## src/rtl/fcc_pkg.sv

```systemverilog
package fcc_pkg;

   typedef enum logic [1:0] {
      FMT_SGL  = 2'b00,
      FMT_DBL  = 2'b01,
      FMT_PAIR = 2'b10,
      FMT_RSVD = 2'b11
   } fcc_fmt_e;

   typedef struct packed {
      logic nan;
      logic snan;
      logic zero;
      logic neg;
   } fcc_class_t;

endpackage

```

## src/rtl/fcc_classify.sv

```systemverilog
module fcc_classify
   import fcc_pkg::*;
#(
   parameter int EXP_W  = 8,
   parameter int FRAC_W = 23,
   localparam int W     = 1 + EXP_W + FRAC_W
) (
   input  logic [W-1:0] op,
   input  logic         abs_en,
   output fcc_class_t   cls,
   output logic [W-2:0] mag
);

   logic exp_ones;
   logic frac_nz;

   always_comb begin
      mag      = op[W-2:0];
      exp_ones = &op[W-2 -: EXP_W];
      frac_nz  = |op[FRAC_W-1:0];
      cls.nan  = exp_ones & frac_nz;
      cls.snan = exp_ones & frac_nz & op[FRAC_W-1];
      cls.zero = ~|op[W-2:0];
      cls.neg  = op[W-1] & ~abs_en;
   end

endmodule

```

## src/rtl/fcc_order.sv

```systemverilog
module fcc_order
   import fcc_pkg::*;
#(
   parameter int MAG_W = 31
) (
   input  fcc_class_t       cls_a,
   input  fcc_class_t       cls_b,
   input  logic [MAG_W-1:0] mag_a,
   input  logic [MAG_W-1:0] mag_b,
   output logic             eq,
   output logic             lt
);

   logic mag_eq;
   logic mag_lt;
   logic lt_raw;

   always_comb begin
      mag_eq = (mag_a == mag_b);
      mag_lt = (mag_a < mag_b);
      eq     = (cls_a.zero & cls_b.zero) | ((cls_a.neg == cls_b.neg) & mag_eq);
      if (cls_a.neg != cls_b.neg)
         lt_raw = cls_a.neg;
      else if (cls_a.neg)
         lt_raw = ~mag_lt & ~mag_eq;
      else
         lt_raw = mag_lt;
      lt = lt_raw & ~eq;
   end

endmodule

```

## src/rtl/fcc_lane.sv

```systemverilog
module fcc_lane
   import fcc_pkg::*;
#(
   parameter int EXP_W  = 8,
   parameter int FRAC_W = 23,
   localparam int W     = 1 + EXP_W + FRAC_W
) (
   input  logic [W-1:0] op_a,
   input  logic [W-1:0] op_b,
   input  logic         abs_en,
   input  logic [3:0]   cond,
   output logic         hit,
   output logic         inv
);

   fcc_class_t   cls_a;
   fcc_class_t   cls_b;
   logic [W-2:0] mag_a;
   logic [W-2:0] mag_b;
   logic         ord_eq;
   logic         ord_lt;
   logic         unord;
   logic         less;
   logic         equal;

   fcc_classify #(.EXP_W(EXP_W), .FRAC_W(FRAC_W)) u_cls_a (
      .op(op_a), .abs_en(abs_en), .cls(cls_a), .mag(mag_a));

   fcc_classify #(.EXP_W(EXP_W), .FRAC_W(FRAC_W)) u_cls_b (
      .op(op_b), .abs_en(abs_en), .cls(cls_b), .mag(mag_b));

   fcc_order #(.MAG_W(W-1)) u_order (
      .cls_a(cls_a), .cls_b(cls_b), .mag_a(mag_a), .mag_b(mag_b),
      .eq(ord_eq), .lt(ord_lt));

   always_comb begin
      unord = cls_a.nan | cls_b.nan;
      less  = ord_lt & ~unord;
      equal = ord_eq & ~unord;
      hit   = (cond[2] & less) | (cond[1] & equal) | (cond[0] & unord);
      inv   = (unord & cond[3]) | cls_a.snan | cls_b.snan;
   end

   // two zeros of any sign must be reported equal by the orderer
   always_comb begin
      a_r5_zero_equal : assert (!(cls_a.zero && cls_b.zero) || ord_eq);
   end

   // ordering can never claim both less and equal
   always_comb begin
      a_r6_lt_eq_exclusive : assert (!(ord_eq && ord_lt));
   end

   // a signalling operand is always a NaN operand
   always_comb begin
      a_r3_snan_is_nan : assert ((!cls_a.snan || cls_a.nan) && (!cls_b.snan || cls_b.nan));
   end

endmodule

```

## src/rtl/fcc_compare_unit.sv

```systemverilog
module fcc_compare_unit
   import fcc_pkg::*;
#(
   parameter int NCC      = 8,
   parameter int SGL_EXP  = 8,
   parameter int SGL_FRAC = 23,
   parameter int DBL_EXP  = 11,
   parameter int DBL_FRAC = 52,
   localparam int SGL_W   = 1 + SGL_EXP + SGL_FRAC,
   localparam int DBL_W   = 1 + DBL_EXP + DBL_FRAC,
   localparam int CCW     = (NCC > 1) ? $clog2(NCC) : 1
) (
   input  logic             clk,
   input  logic             rst_n,
   input  logic             in_valid,
   input  logic [1:0]       in_fmt,
   input  logic [3:0]       in_cond,
   input  logic             in_abs,
   input  logic [CCW-1:0]   in_cc,
   input  logic             in_trap_en,
   input  logic [DBL_W-1:0] in_opa,
   input  logic [DBL_W-1:0] in_opb,
   output logic             cc_we,
   output logic [NCC-1:0]   cc_mask,
   output logic [NCC-1:0]   cc_data,
   output logic             stat_vld,
   output logic             stat_inv,
   output logic             stat_trap
);

   localparam int NHALF = DBL_W / SGL_W;

   // elaboration-time parameter checks
   if (NCC < 2) begin : g_chk_ncc
      $error("fcc_compare_unit: NCC must be at least 2");
   end
   if ((NCC & (NCC - 1)) != 0) begin : g_chk_pow2
      $error("fcc_compare_unit: NCC must be a power of two");
   end
   if (2 * SGL_W != DBL_W) begin : g_chk_pack
      $error("fcc_compare_unit: two singles must fill one double");
   end

   logic [NHALF-1:0] hit_half;
   logic [NHALF-1:0] inv_half;
   logic             hit_dbl;
   logic             inv_dbl;

   for (genvar h = 0; h < NHALF; h++) begin : g_half
      fcc_lane #(.EXP_W(SGL_EXP), .FRAC_W(SGL_FRAC)) u_lane (
         .op_a  (in_opa[h*SGL_W +: SGL_W]),
         .op_b  (in_opb[h*SGL_W +: SGL_W]),
         .abs_en(in_abs),
         .cond  (in_cond),
         .hit   (hit_half[h]),
         .inv   (inv_half[h]));
   end

   fcc_lane #(.EXP_W(DBL_EXP), .FRAC_W(DBL_FRAC)) u_dbl (
      .op_a  (in_opa),
      .op_b  (in_opb),
      .abs_en(in_abs),
      .cond  (in_cond),
      .hit   (hit_dbl),
      .inv   (inv_dbl));

   fcc_fmt_e       fmt;
   logic [CCW-1:0] idx_hi;
   logic [NCC-1:0] sel_lo;
   logic [NCC-1:0] sel_hi;
   logic [NCC-1:0] mask_n;
   logic [NCC-1:0] data_n;
   logic           inv_n;
   logic           known_n;
   logic           vld_n;
   logic           trap_n;
   logic           we_n;

   always_comb begin
      fmt     = fcc_fmt_e'(in_fmt);
      idx_hi  = in_cc + CCW'(1);
      sel_lo  = NCC'(1) << in_cc;
      sel_hi  = NCC'(1) << idx_hi;
      mask_n  = '0;
      data_n  = '0;
      inv_n   = 1'b0;
      known_n = 1'b1;
      case (fmt)
         FMT_SGL: begin
            mask_n = sel_lo;
            data_n = hit_half[0] ? sel_lo : '0;
            inv_n  = inv_half[0];
         end
         FMT_DBL: begin
            mask_n = sel_lo;
            data_n = hit_dbl ? sel_lo : '0;
            inv_n  = inv_dbl;
         end
         FMT_PAIR: begin
            mask_n = sel_lo | sel_hi;
            data_n = (hit_half[0] ? sel_lo : '0) | (hit_half[1] ? sel_hi : '0);
            inv_n  = |inv_half;
         end
         default: known_n = 1'b0;
      endcase
      vld_n  = in_valid & known_n;
      trap_n = vld_n & inv_n & in_trap_en;
      we_n   = vld_n & ~trap_n;
   end

   always_ff @(posedge clk) begin
      if (!rst_n) begin
         cc_we     <= 1'b0;
         cc_mask   <= '0;
         cc_data   <= '0;
         stat_vld  <= 1'b0;
         stat_inv  <= 1'b0;
         stat_trap <= 1'b0;
      end else begin
         cc_we     <= we_n;
         cc_mask   <= we_n ? mask_n : '0;
         cc_data   <= we_n ? data_n : '0;
         stat_vld  <= vld_n;
         stat_inv  <= vld_n & inv_n;
         stat_trap <= trap_n;
      end
   end

   // an enabled exception never coexists with a write
   a_r10_trap_blocks_write : assert property (@(posedge clk) disable iff (!rst_n)
      stat_trap |-> (!cc_we && cc_mask == '0));

   // a trap always carries the invalid status
   a_r3_trap_has_invalid : assert property (@(posedge clk) disable iff (!rst_n)
      stat_trap |-> (stat_inv && stat_vld));

   // an idle cycle produces neither write nor status
   a_r11_idle_quiet : assert property (@(posedge clk) disable iff (!rst_n)
      !in_valid |=> (!cc_we && !stat_vld));

   // written data stays inside the written bits
   a_r7_data_in_mask : assert property (@(posedge clk) disable iff (!rst_n)
      (cc_data & ~cc_mask) == '0);

   // a paired request writes exactly two bits unless it traps
   a_r9_pair_two_bits : assert property (@(posedge clk) disable iff (!rst_n)
      (in_valid && in_fmt == 2'b10) |=> (stat_vld && (stat_trap || $countones(cc_mask) == 2)));

   // the reserved format is ignored
   a_r13_reserved_ignored : assert property (@(posedge clk) disable iff (!rst_n)
      (in_valid && in_fmt == 2'b11) |=> (!cc_we && !stat_vld));

endmodule

```

## config.mk

```make
export PLATFORM = sky130hd
export DESIGN_NAME = fcc_compare_unit
export DESIGN_NICKNAME = d
export VERILOG_FILES = /design/src/rtl/fcc_pkg.sv /design/src/rtl/fcc_classify.sv /design/src/rtl/fcc_order.sv /design/src/rtl/fcc_lane.sv /design/src/rtl/fcc_compare_unit.sv
export SDC_FILE = /design/constraint.sdc
export NUM_CORES = 1
export LEC_CHECK = 0
export BUFFER_PORTS_ARGS = -buffer_cell sky130_fd_sc_hd__clkbuf_2
export CORE_UTILIZATION = 48
export CTS_CLUSTER_DIAMETER = 150
export DETAILED_ROUTE_END_ITERATION = 12
export PLACE_DENSITY = 0.8
export SLEW_MARGIN = 20
export SYNTH_ARGS = -nofsm -noshare
export SYNTH_HDL_FRONTEND = slang
export SYNTH_SLANG_ARGS = --single-unit
export TNS_END_PERCENT = 1
```

## constraint.sdc

```tcl
create_clock -name clk -period 2.7 [get_ports clk]
set_clock_uncertainty 0.1 [all_clocks]
set_input_delay 0 -clock clk [delete_from_list [all_inputs] [get_ports clk]]
set_output_delay 0 -clock clk [all_outputs]
set_load 0.005 [all_outputs]
```

==> results of run 1 <==
placed cells by master, fill, tap and decap left out, types with 5 or more instances in the layout:
| master | Yosys | layout |
|---|---|---|
| clkbuf_2 | 0 | 161 |
| inv_1 | 83 | 83 |
| ha_1 | 66 | 66 |
| a21oi_1 | 33 | 33 |
| nand2_1 | 31 | 31 |
| nor4_1 | 31 | 30 |
| nand4_1 | 25 | 25 |
| nor2_1 | 25 | 25 |
| nand3_1 | 22 | 21 |
| dfxtp_1 | 20 | 20 |
| nor3_1 | 18 | 17 |
| buf_4 | 0 | 14 |
| o21ai_0 | 13 | 12 |
| a21o_1 | 8 | 8 |
| a31oi_1 | 7 | 7 |
| o21ai_1 | 4 | 5 |
tightest hold or removal path: cells and delay by family:
kind            cells  cell delay, ns
buf+inv             1            0.16
compound gates      1            0.07
simple gates        1            0.11
sequential cells by signal (all words and copies together), names as in the netlist:
signal     flops
cc_mask        8
stat_vld       1
cc_we          1
cc_data        8
stat_trap      1
stat_inv       1
cell usage after synthesis (all sizes together), types with 2 or more instances:
cell	n	area share, %
inv	83	9.4
ha	66	25
nor4	36	8.3
a21oi	33	5.0
nand2	31	3.5
nand4	25	4.7
nor2	25	2.8
nand3	22	3.3
dfxtp	20	12
o21ai	20	3.4
nor3	19	3.0
a21o	8	1.8
a31oi	7	1.3
a211oi	4	1.1
and3	4	0.76
o31ai	4	0.91
clkbuf	3	0.34
mux2i	3	0.91
nand3b	3	0.68
nor2b	3	0.57
o21a	3	0.68
o22ai	3	0.57
or3	3	0.61
a2111oi	2	0.76
a221oi	2	0.72
a22o	2	0.53
and2	2	0.38
and4	2	0.53
buf	2	0.26
nand2b	2	0.38
o21bai	2	0.45
o221ai	2	0.53
or2	2	0.38
or4	2	0.57
xnor2	2	0.53
worst paths after layout:
kind	endpoint	slack, ns	depth (start not counted)
max	cc_data[3]$_SDFF_PN0_	0.19	12
min	cc_mask[4]$_SDFF_PN0_	0.03	3
area by class of cell:
| cell class | count | area share, % |
|---|---|---|
| inverters | 83 | 7.02 |
| clock buffers | 3 | 0.931 |
| clock inverters | 1 | 0.677 |
| multi-input cells | 354 | 58.7 |
| repair buffers | 179 | 21.4 |
| flip-flops and latches | 20 | 9.02 |
| well taps | 77 | 2.17 |
cells by family after synthesis:
kind of cell,Yosys count
flip-flops,20
AND/OR/NAND/NOR,182
AO/OA/AOI/OAI,100
XOR/XNOR,2
adder cells (fa/ha/maj),66
buffers and inverters,88
multiplexers,4
per-layer routing:
metal,vias to the layer above,part of all wire (%),wire (um)
met3,28,7.3,753
met5,-,0,0
li1,2080,-,-
met1,1872,42,4390
met2,196,49,5040
met4,0,1.9,195
where the power goes:
| group | switching [mW] | leakage, nW | internal, mW |
|---|---|---|---|
| combinational | 0.275 | 2.16 | 0.224 |
| clock | 0.0992 | 0.0357 | 0.198 |
| sequential | 0.00124 | 0.162 | 0.300 |
what timing repair did:
| item | CTS | global route |
|---|---|---|
| hold endpoints to repair | 4 | 0 |
| gates resized for setup | 0 | 7 |
| setup endpoints to repair | 0 | 5 |
| hold buffers | 4 | 0 |
| buffers inserted | 0 | 1 |
==> flow_summary.ini, run 1 <==
[synth]
syn_inst = 462
synth-edff-count = 0
ys.warnings.count = 0
async_flop_share_pct = 0
synth-compound-area-share_pct = 20.2
synth.net_count = 670
synth.area.mux_share_pct = 1.25
ys_types = 57
synth_top_family_by_area = simple AND/OR/NAND/NOR gates
postSynthAreaPerCell_um2 = 7.15
ys_ff_latch = 20
synth_area_um2 = 3300
yosys.area_share.simple_pct = 30.8
synth_fa_ha_area_share_pct = 25.0
synth-xor-area-share_pct = 0.531
synth_ff_type = dfxtp_1
ys_seq_area_share_pct = 12.1

[cells_and_area]
final_core_util_pct = 68.3
multiInputGateArea_um2 = 2610
syn2layout_area_growth_pct = 34.4
stdcell_count = 717
drive_gt1_share_pct = 31.4
nets = 849
num-fill-cells = 573
design_area_um2 = 4440
seqCellArea_um2 = 400
antenna-diode-count = 0

[pwr]
ir_worst_vdd_mv = 0.212
power.total_mw = 1.10
p_leak_nw = 2.36
cellPowerDensity_nw_per_um2 = 247

[sta]
slew_headroom_pct = 54.5
rsz0062_at_grt = false
finalSetupViolCount = 0
maxSlewViolCount = 0
setup_tns_ns = 0
holdWs_ns = 0.0253
hold_viol = 0
worst_slack_ns = 0.187
timing.final.crit_share_pct = 93.1
worst_slew_pin_slew_ns = 0.677
fmax_ghz = 0.398
final.min_clock_period_ns = 2.51

[placed_design]
place_area_um2 = 4280
port_buffers = 161
place.gp.congestion = 0.959
dp.cells = 708
place_hpwl_um = 9050
post-place-ws_ns = -0.0477

[clock_network]
cts_num_sinks = 20
clockBufferDepth = 2
cts_tree = built
clkSlewWorstSetupHoldPaths_ns = 0.07
cts-htree-levels = 1
cts_root_buf = clkbuf_8
cts_buffers = 3

[routing]
drt-pass1-iter-count = 11
wl_per_cell_um = 14.5
vias = 4176
drtIter0Drc = 304
drc_errors = 11
drtAntennaViolNets = 0
vias_per_cell = 5.82
routed_wirelength_um = 10400

[min_path]
hold_path.class = in2reg
hold_start = in_cc[2]

[floorplan]
dieWidth_um = 84.9
die-area_um2 = 7210
core_area_um2 = 6490
floorplan.initialDensity_pct = 50.8
die_y_um = 84.9
num_rows = 29
io_pins = 162

[global_route]
use_met3_pct = 3.99
grt_pass1_wl_um = 17400
grt_use_met1_pct = 34.8
antenna_found_initial = 0
use_met2_pct = 54.8
grt_max_degree = 14
groute.usage.overall_pct = 29.2
grt_pass1_vias = 4015
overflow = 0
busiest_layer = met2

[setup_path]
arrival_ns = 2.57
crit_required_ns = 2.75
path_cells = clkbuf_2 > inv_1 > ha_1 > a21oi_1 > a21oi_1 > or3_1 > a221oi_4 > a41oi_1 > a31oi_1 > o21ai_1 > or2_1 > a32o_1
cp_top_family = compound AO/OA/AOI/OAI gates
critPathKind = in2reg
max_stage_delay_ns = 0.39
startpoint_type = primary input
cp_slowest_cell = or3_1
critPathMaxFanout = 3
cp-startpoint = in_opb[2]
cp.buffers_inverters = 2
setup.worst_path.end_class = flop
crit_top_cell = a21oi_1

[outcome]
violations = design-rule violations
outcome = finished, violations left

[job]
cap_violations = 0
(Power assumes the default switching activity.)
==> run 2: changes to the inputs <==
--- a/config.mk
+++ b/config.mk
@@ -5,11 +5,12 @@
 export SDC_FILE = /design/constraint.sdc
 export NUM_CORES = 1
 export LEC_CHECK = 0
+export ABC_AREA = 1
 export BUFFER_PORTS_ARGS = -buffer_cell sky130_fd_sc_hd__clkbuf_2
-export CORE_UTILIZATION = 48
+export CORE_UTILIZATION = 50
 export CTS_CLUSTER_DIAMETER = 150
 export DETAILED_ROUTE_END_ITERATION = 12
-export PLACE_DENSITY = 0.8
+export PLACE_DENSITY = 0.79
 export SLEW_MARGIN = 20
 export SYNTH_ARGS = -nofsm -noshare
 export SYNTH_HDL_FRONTEND = slang
==> flow_summary.ini, run 2 <==
[synth]
synth_area_um2 = 4090
syn_inst = 757
synth_top_cells_by_area = nand2_1 21%, ha_1 20%, nor2_1 13%, inv_1 12%, dfxtp_1 9.8%
ys.warnings.count = 0
ys_seq_area_share_pct = 9.79
yosysMostFrequentCell = nand2_1
ys_types = 29
synth_ff_type = dfxtp_1
yosysTopAreaCell = nand2_1
synth_common_cells = 230 x nand2_1, 142 x nor2_1, 133 x inv_1
ys_ff_latch = 20
synth-edff-count = 0
synth_top_area_share_pct = 21.1
async_flop_share_pct = 0
postSynthAreaPerCell_um2 = 5.40
synth.net_count = 965

[placed_design]
port_buffers = 161
post-place-ws_ns = 0.563
dp.cells = 1018
place.gp.congestion = 0.864
place_hpwl_um = 10600

[setup_path]
crit_required_ns = 2.76
critPathKind = in2reg
arrival_ns = 1.94
startpoint_type = primary input
critPathMaxFanout = 8
setup.worst_path.end_class = flop

[clock_network]
cts_buffers = 3
cts_num_sinks = 20
hold_buffers = 3
cts-htree-levels = 1
cts_root_buf = clkbuf_8
clockBufferDepth = 2
cts_tree = built
post_cts_buffers = 0
cts_resized = 0
clkSlewWorstSetupHoldPaths_ns = 0.07

[routing]
drtIter0Drc = 251
drtAntennaViolNets = 0
drt-pass1-iter-count = 5
routed_wirelength_um = 11800
vias = 5110
drc_errors = 0
wl_per_cell_um = 11.5
vias_per_cell = 4.99

[global_route]
grt_pass1_vias = 5055
groute.usage.overall_pct = 28.2
overflow = 0
antenna_found_initial = 0
grt_max_degree = 17
grt_pass1_wl_um = 20200

[job]
cap_violations = 0

[min_path]
hold_path.class = in2reg

[sta]
final.min_clock_period_ns = 1.87
timing.final.crit_share_pct = 69.4
hold_viol = 0
maxSlewViolCount = 0
finalSetupViolCount = 0
worst_slew_pin_slew_ns = 0.527
worst_slack_ns = 0.826
fmax_ghz = 0.534
setup_tns_ns = 0
slew_headroom_pct = 64.7
rsz0062_at_grt = false

[cells_and_area]
seqCellArea_um2 = 400
multiInputGateArea_um2 = 3140
antenna-diode-count = 0
drive_gt1_share_pct = 22.8
final_common_cell = nand2_1
num-fill-cells = 796
syn2layout_area_growth_pct = 24.9
nets = 1132
largestRegisters = cc_data (8), cc_mask (8)
stdcell_count = 1025
final_cell_mix = 230 x nand2_1, 161 x clkbuf_2, 142 x nor2_1, 133 x inv_1, 66 x ha_1

[floorplan]
io_pins = 162
dieWidth_um = 92.4
num_rows = 32
die-area_um2 = 8540
floorplan.initialDensity_pct = 52.4
die_y_um = 92.4
core_area_um2 = 7810

[pwr]
cellPowerDensity_nw_per_um2 = 227
ir_worst_vdd_mv = 0.189
p_leak_nw = 3.08

[outcome]
outcome = finished clean
[run 2: cell types whose count changed after synthesis, sizes merged, moves of 16 or more]
cell   previous run  this run
nand2            31       242
inv              83       139
nor2             25       165
nor3             19         3
nor4             36         4
nand3            22        49
[run 2: cells by family after synthesis]
kind of cell / share of synthesized area [%]
adders and majority gates: 20.2
DFF: 9.79
buffers and inverters: 13.4
AOI/OAI and AO/OA: 6.49
and+or+nand+nor: 50.1
[run 2: final timing paths]
path              slack (ns)  startpoint  depth (start not counted)                     to
setup / recovery        0.83  in_opb[38]                         16  cc_data[4]$_SDFF_PN0_
hold / removal          0.06    in_cc[2]                          4  cc_mask[2]$_SDFF_PN0_
[run 2: where the power goes]
| group | switching [mW] | leakage, nW | internal (mW) | total, mW |
|---|---|---|---|---|
| clock | 0.0980 | 0.0357 | 0.198 | 0.296 |
| sequential | 0.00151 | 0.162 | 0.300 | 0.302 |
| combinational | 0.331 | 2.89 | 0.229 | 0.560 |
[run 2: metal layers]
layer | wire length, um | GRT usage, %
met5 | 0 | 0
met4 | 276 | 6.64
met3 | 929 | 3.94
met2 | 5520 | 52.9
met1 | 5050 | 33.3
[run 2: final cells by class]
class	count	share of cell area (%)
inverter	140	10.4
multi-input combinational	595	61.5
tap	102	2.50
sequential	20	7.85
clock buffer	3	0.809
clock inverter	1	0.588
timing repair buffer	164	16.4
[run 2: critical path: stages]
cell,delay (ns)
clkbuf_2,0.10
inv_1,0.04
ha_1,0.28
nand2_1,0.07
nor2_1,0.22
nand2_1,0.10
nor4_1,0.37
nand4_1,0.14
nand2_1,0.08
nand2_1,0.05
nand2_1,0.09
nand2_2,0.11
nand3_1,0.09
nand3_1,0.08
nand2_1,0.07
inv_1,0.03
[run 2: per-stage QoR]
step	hold slack, ns	area (um^2)	power (mW)	util [%]
final	0.0597	5100	1.16	65.4
after global placement	0.120	5000	0.844	64.1
after global routing	0.0780	5100	1.26	65.4
after floorplan	0.0186	4090	0.634	-
after CTS	0.0567	5100	1.16	65.4
after detailed placement	0.130	5000	0.859	64.1
==> run 3: changes to the inputs <==
--- a/config.mk
+++ b/config.mk
@@ -7,10 +7,10 @@
 export LEC_CHECK = 0
 export ABC_AREA = 1
 export BUFFER_PORTS_ARGS = -buffer_cell sky130_fd_sc_hd__clkbuf_2
-export CORE_UTILIZATION = 50
+export CORE_UTILIZATION = 46
 export CTS_CLUSTER_DIAMETER = 150
 export DETAILED_ROUTE_END_ITERATION = 12
-export PLACE_DENSITY = 0.79
+export PLACE_DENSITY = 0.76
 export SLEW_MARGIN = 20
 export SYNTH_ARGS = -nofsm -noshare
 export SYNTH_HDL_FRONTEND = slang
==> constraint.sdc (replaced) <==
create_clock -name clk -period 1.7 [get_ports clk]
set_clock_uncertainty 0.1 [all_clocks]
set_input_delay 0 -clock clk [delete_from_list [all_inputs] [get_ports clk]]
set_output_delay 0 -clock clk [all_outputs]
set_load 0.005 [all_outputs]
==> flow_summary.ini, run 3 (synthesis gave the netlist of run 2 again) <==
[outcome]
outcome = finished, violations left
violations = negative setup slack

[sta]
worst_slack_ns = -0.138
timing.final.crit_share_pct = 108
fmax_ghz = 0.544
slew_headroom_pct = 56.6
final.min_clock_period_ns = 1.84
hold_viol = 0
finalSetupViolCount = 8
maxSlewViolCount = 0
worst_slew_pin_slew_ns = 0.649
setup_tns_ns = -0.750
rsz0062_at_grt = true

[floorplan]
floorplan.initialDensity_pct = 47.1
die_y_um = 96.3
io_pins = 162
num_rows = 34
die-area_um2 = 9270
core_area_um2 = 8680
dieWidth_um = 96.3

[routing]
vias_per_cell = 5.12
routed_wirelength_um = 14700
drc_errors = 0
vias = 5762
drtIter0Drc = 284
wl_per_cell_um = 13.1
drtAntennaViolNets = 0
drt-pass1-iter-count = 5

[cells_and_area]
final_cell_mix = 182 x nand2_1, 149 x clkbuf_2, 122 x nor2_1, 108 x inv_1, 91 x buf_4
final_common_cell = nand2_1
syn2layout_area_growth_pct = 66.9
nets = 1226
drive_gt1_share_pct = 45.2
num-fill-cells = 665
largestRegisters = cc_data (8), cc_mask (8)
antenna-diode-count = 0

[setup_path]
critPathMaxFanout = 8
max_stage_delay_ns = 0.30
crit_required_ns = 1.77
cp.buffers_inverters = 2
critPathKind = in2reg
cp_slowest_cell = ha_4
arrival_ns = 1.91
startpoint_type = primary input
cp-startpoint = in_opa[59]
cp_top_family = simple AND/OR/NAND/NOR gates
setup.worst_path.end_class = flop
path_cells = clkbuf_2 > ha_4 > nand2_4 > nor2_4 > nand2_2 > nor2_4 > nand2_2 > nand2_2 > nor2_2 > nor2_1 > nor2_1 > nand2_1 > nand2_4 > nand2_2 > nand2_1 > nand2_1 > nand3_2 > nand2_1 > inv_1

[clock_network]
cts_num_sinks = 20
clkSlewWorstSetupHoldPaths_ns = 0.08
cts_root_buf = clkbuf_8
cts_tree = built
clockBufferDepth = 2
cts-htree-levels = 1
cts_buffers = 3

[global_route]
groute.usage.overall_pct = 27.1
grt_max_degree = 13
antenna_found_initial = 0
overflow = 0
grt_pass1_vias = 5028
grt_pass1_wl_um = 20300

[job]
cap_violations = 0

[pwr]
p_leak_nw = 3.65
power.total_mw = 2.36
ir_worst_vdd_mv = 0.320
cellPowerDensity_nw_per_um2 = 346

[placed_design]
place_hpwl_um = 10500
port_buffers = 161
place.gp.congestion = 0.907

[min_path]
hold_path.class = in2reg
hold_start = in_cc[2]
==> run 3: power breakdown <==
group	switching, mW	total [mW]	internal (mW)
Sequential	0.00236	0.479	0.476
Combinational	0.741	1.39	0.653
Clock	0.172	0.487	0.315
==> run 3: cell type report <==
| class | count | area (um^2) | share of cell area [%] |
|---|---|---|---|
| Clock buffer | 3 | 41.3 | 0.605 |
| Timing Repair Buffer | 257 | 1630 | 23.9 |
| Sequential cell | 20 | 400 | 5.87 |
| Inverter | 140 | 538 | 7.89 |
| Tap cell | 108 | 135 | 1.98 |
| Multi-Input combinational cell | 596 | 4040 | 59.3 |
| Clock inverter | 1 | 30.0 | 0.440 |
==> run 3: metal layers <==
| layer | vias up | GRT usage (%) | part of all wire [%] |
|---|---|---|---|
| met5 | - | 0 | 0 |
| met4 | 0 | 6.34 | 3.2 |
| met3 | 55 | 3.08 | 7.4 |
| met2 | 277 | 50.4 | 50 |
| met1 | 2548 | 32.9 | 39 |
| li1 | 2882 | - | - |
==> run 3: per-stage QoR <==
step	hold slack [ns]	cell area (um^2)	cells	worst slack [ns]	util, %
floorplan	0.0186	4090	757	-0.0319	-
detailed placement	0.120	5660	1108	-0.388	65.2
CTS	0.0358	6010	1118	-0.00214	69.3
global route	0.0950	6820	1125	-0.258	78.6
global placement	0.117	5660	1108	-0.371	65.2
finish	0.0482	6820	1125	-0.138	78.6
==> run 3: timing repair <==
item | in CTS | in global routing
hold buffers | 3 | 0
resized for setup | 45 | 164
gates cloned | 1 | 0
setup endpoints to repair | 8 | 16
pin swaps | 42 | 85
hold endpoints to repair | 2 | 0
buffers inserted | 2 | 7
==> run 3: path summary, 6_finish.rpt <==
check             depth (start not counted)                     to  slack [ns]
setup / recovery                         19  cc_data[6]$_SDFF_PN0_       -0.14
hold / removal                            4  cc_mask[2]$_SDFF_PN0_        0.05
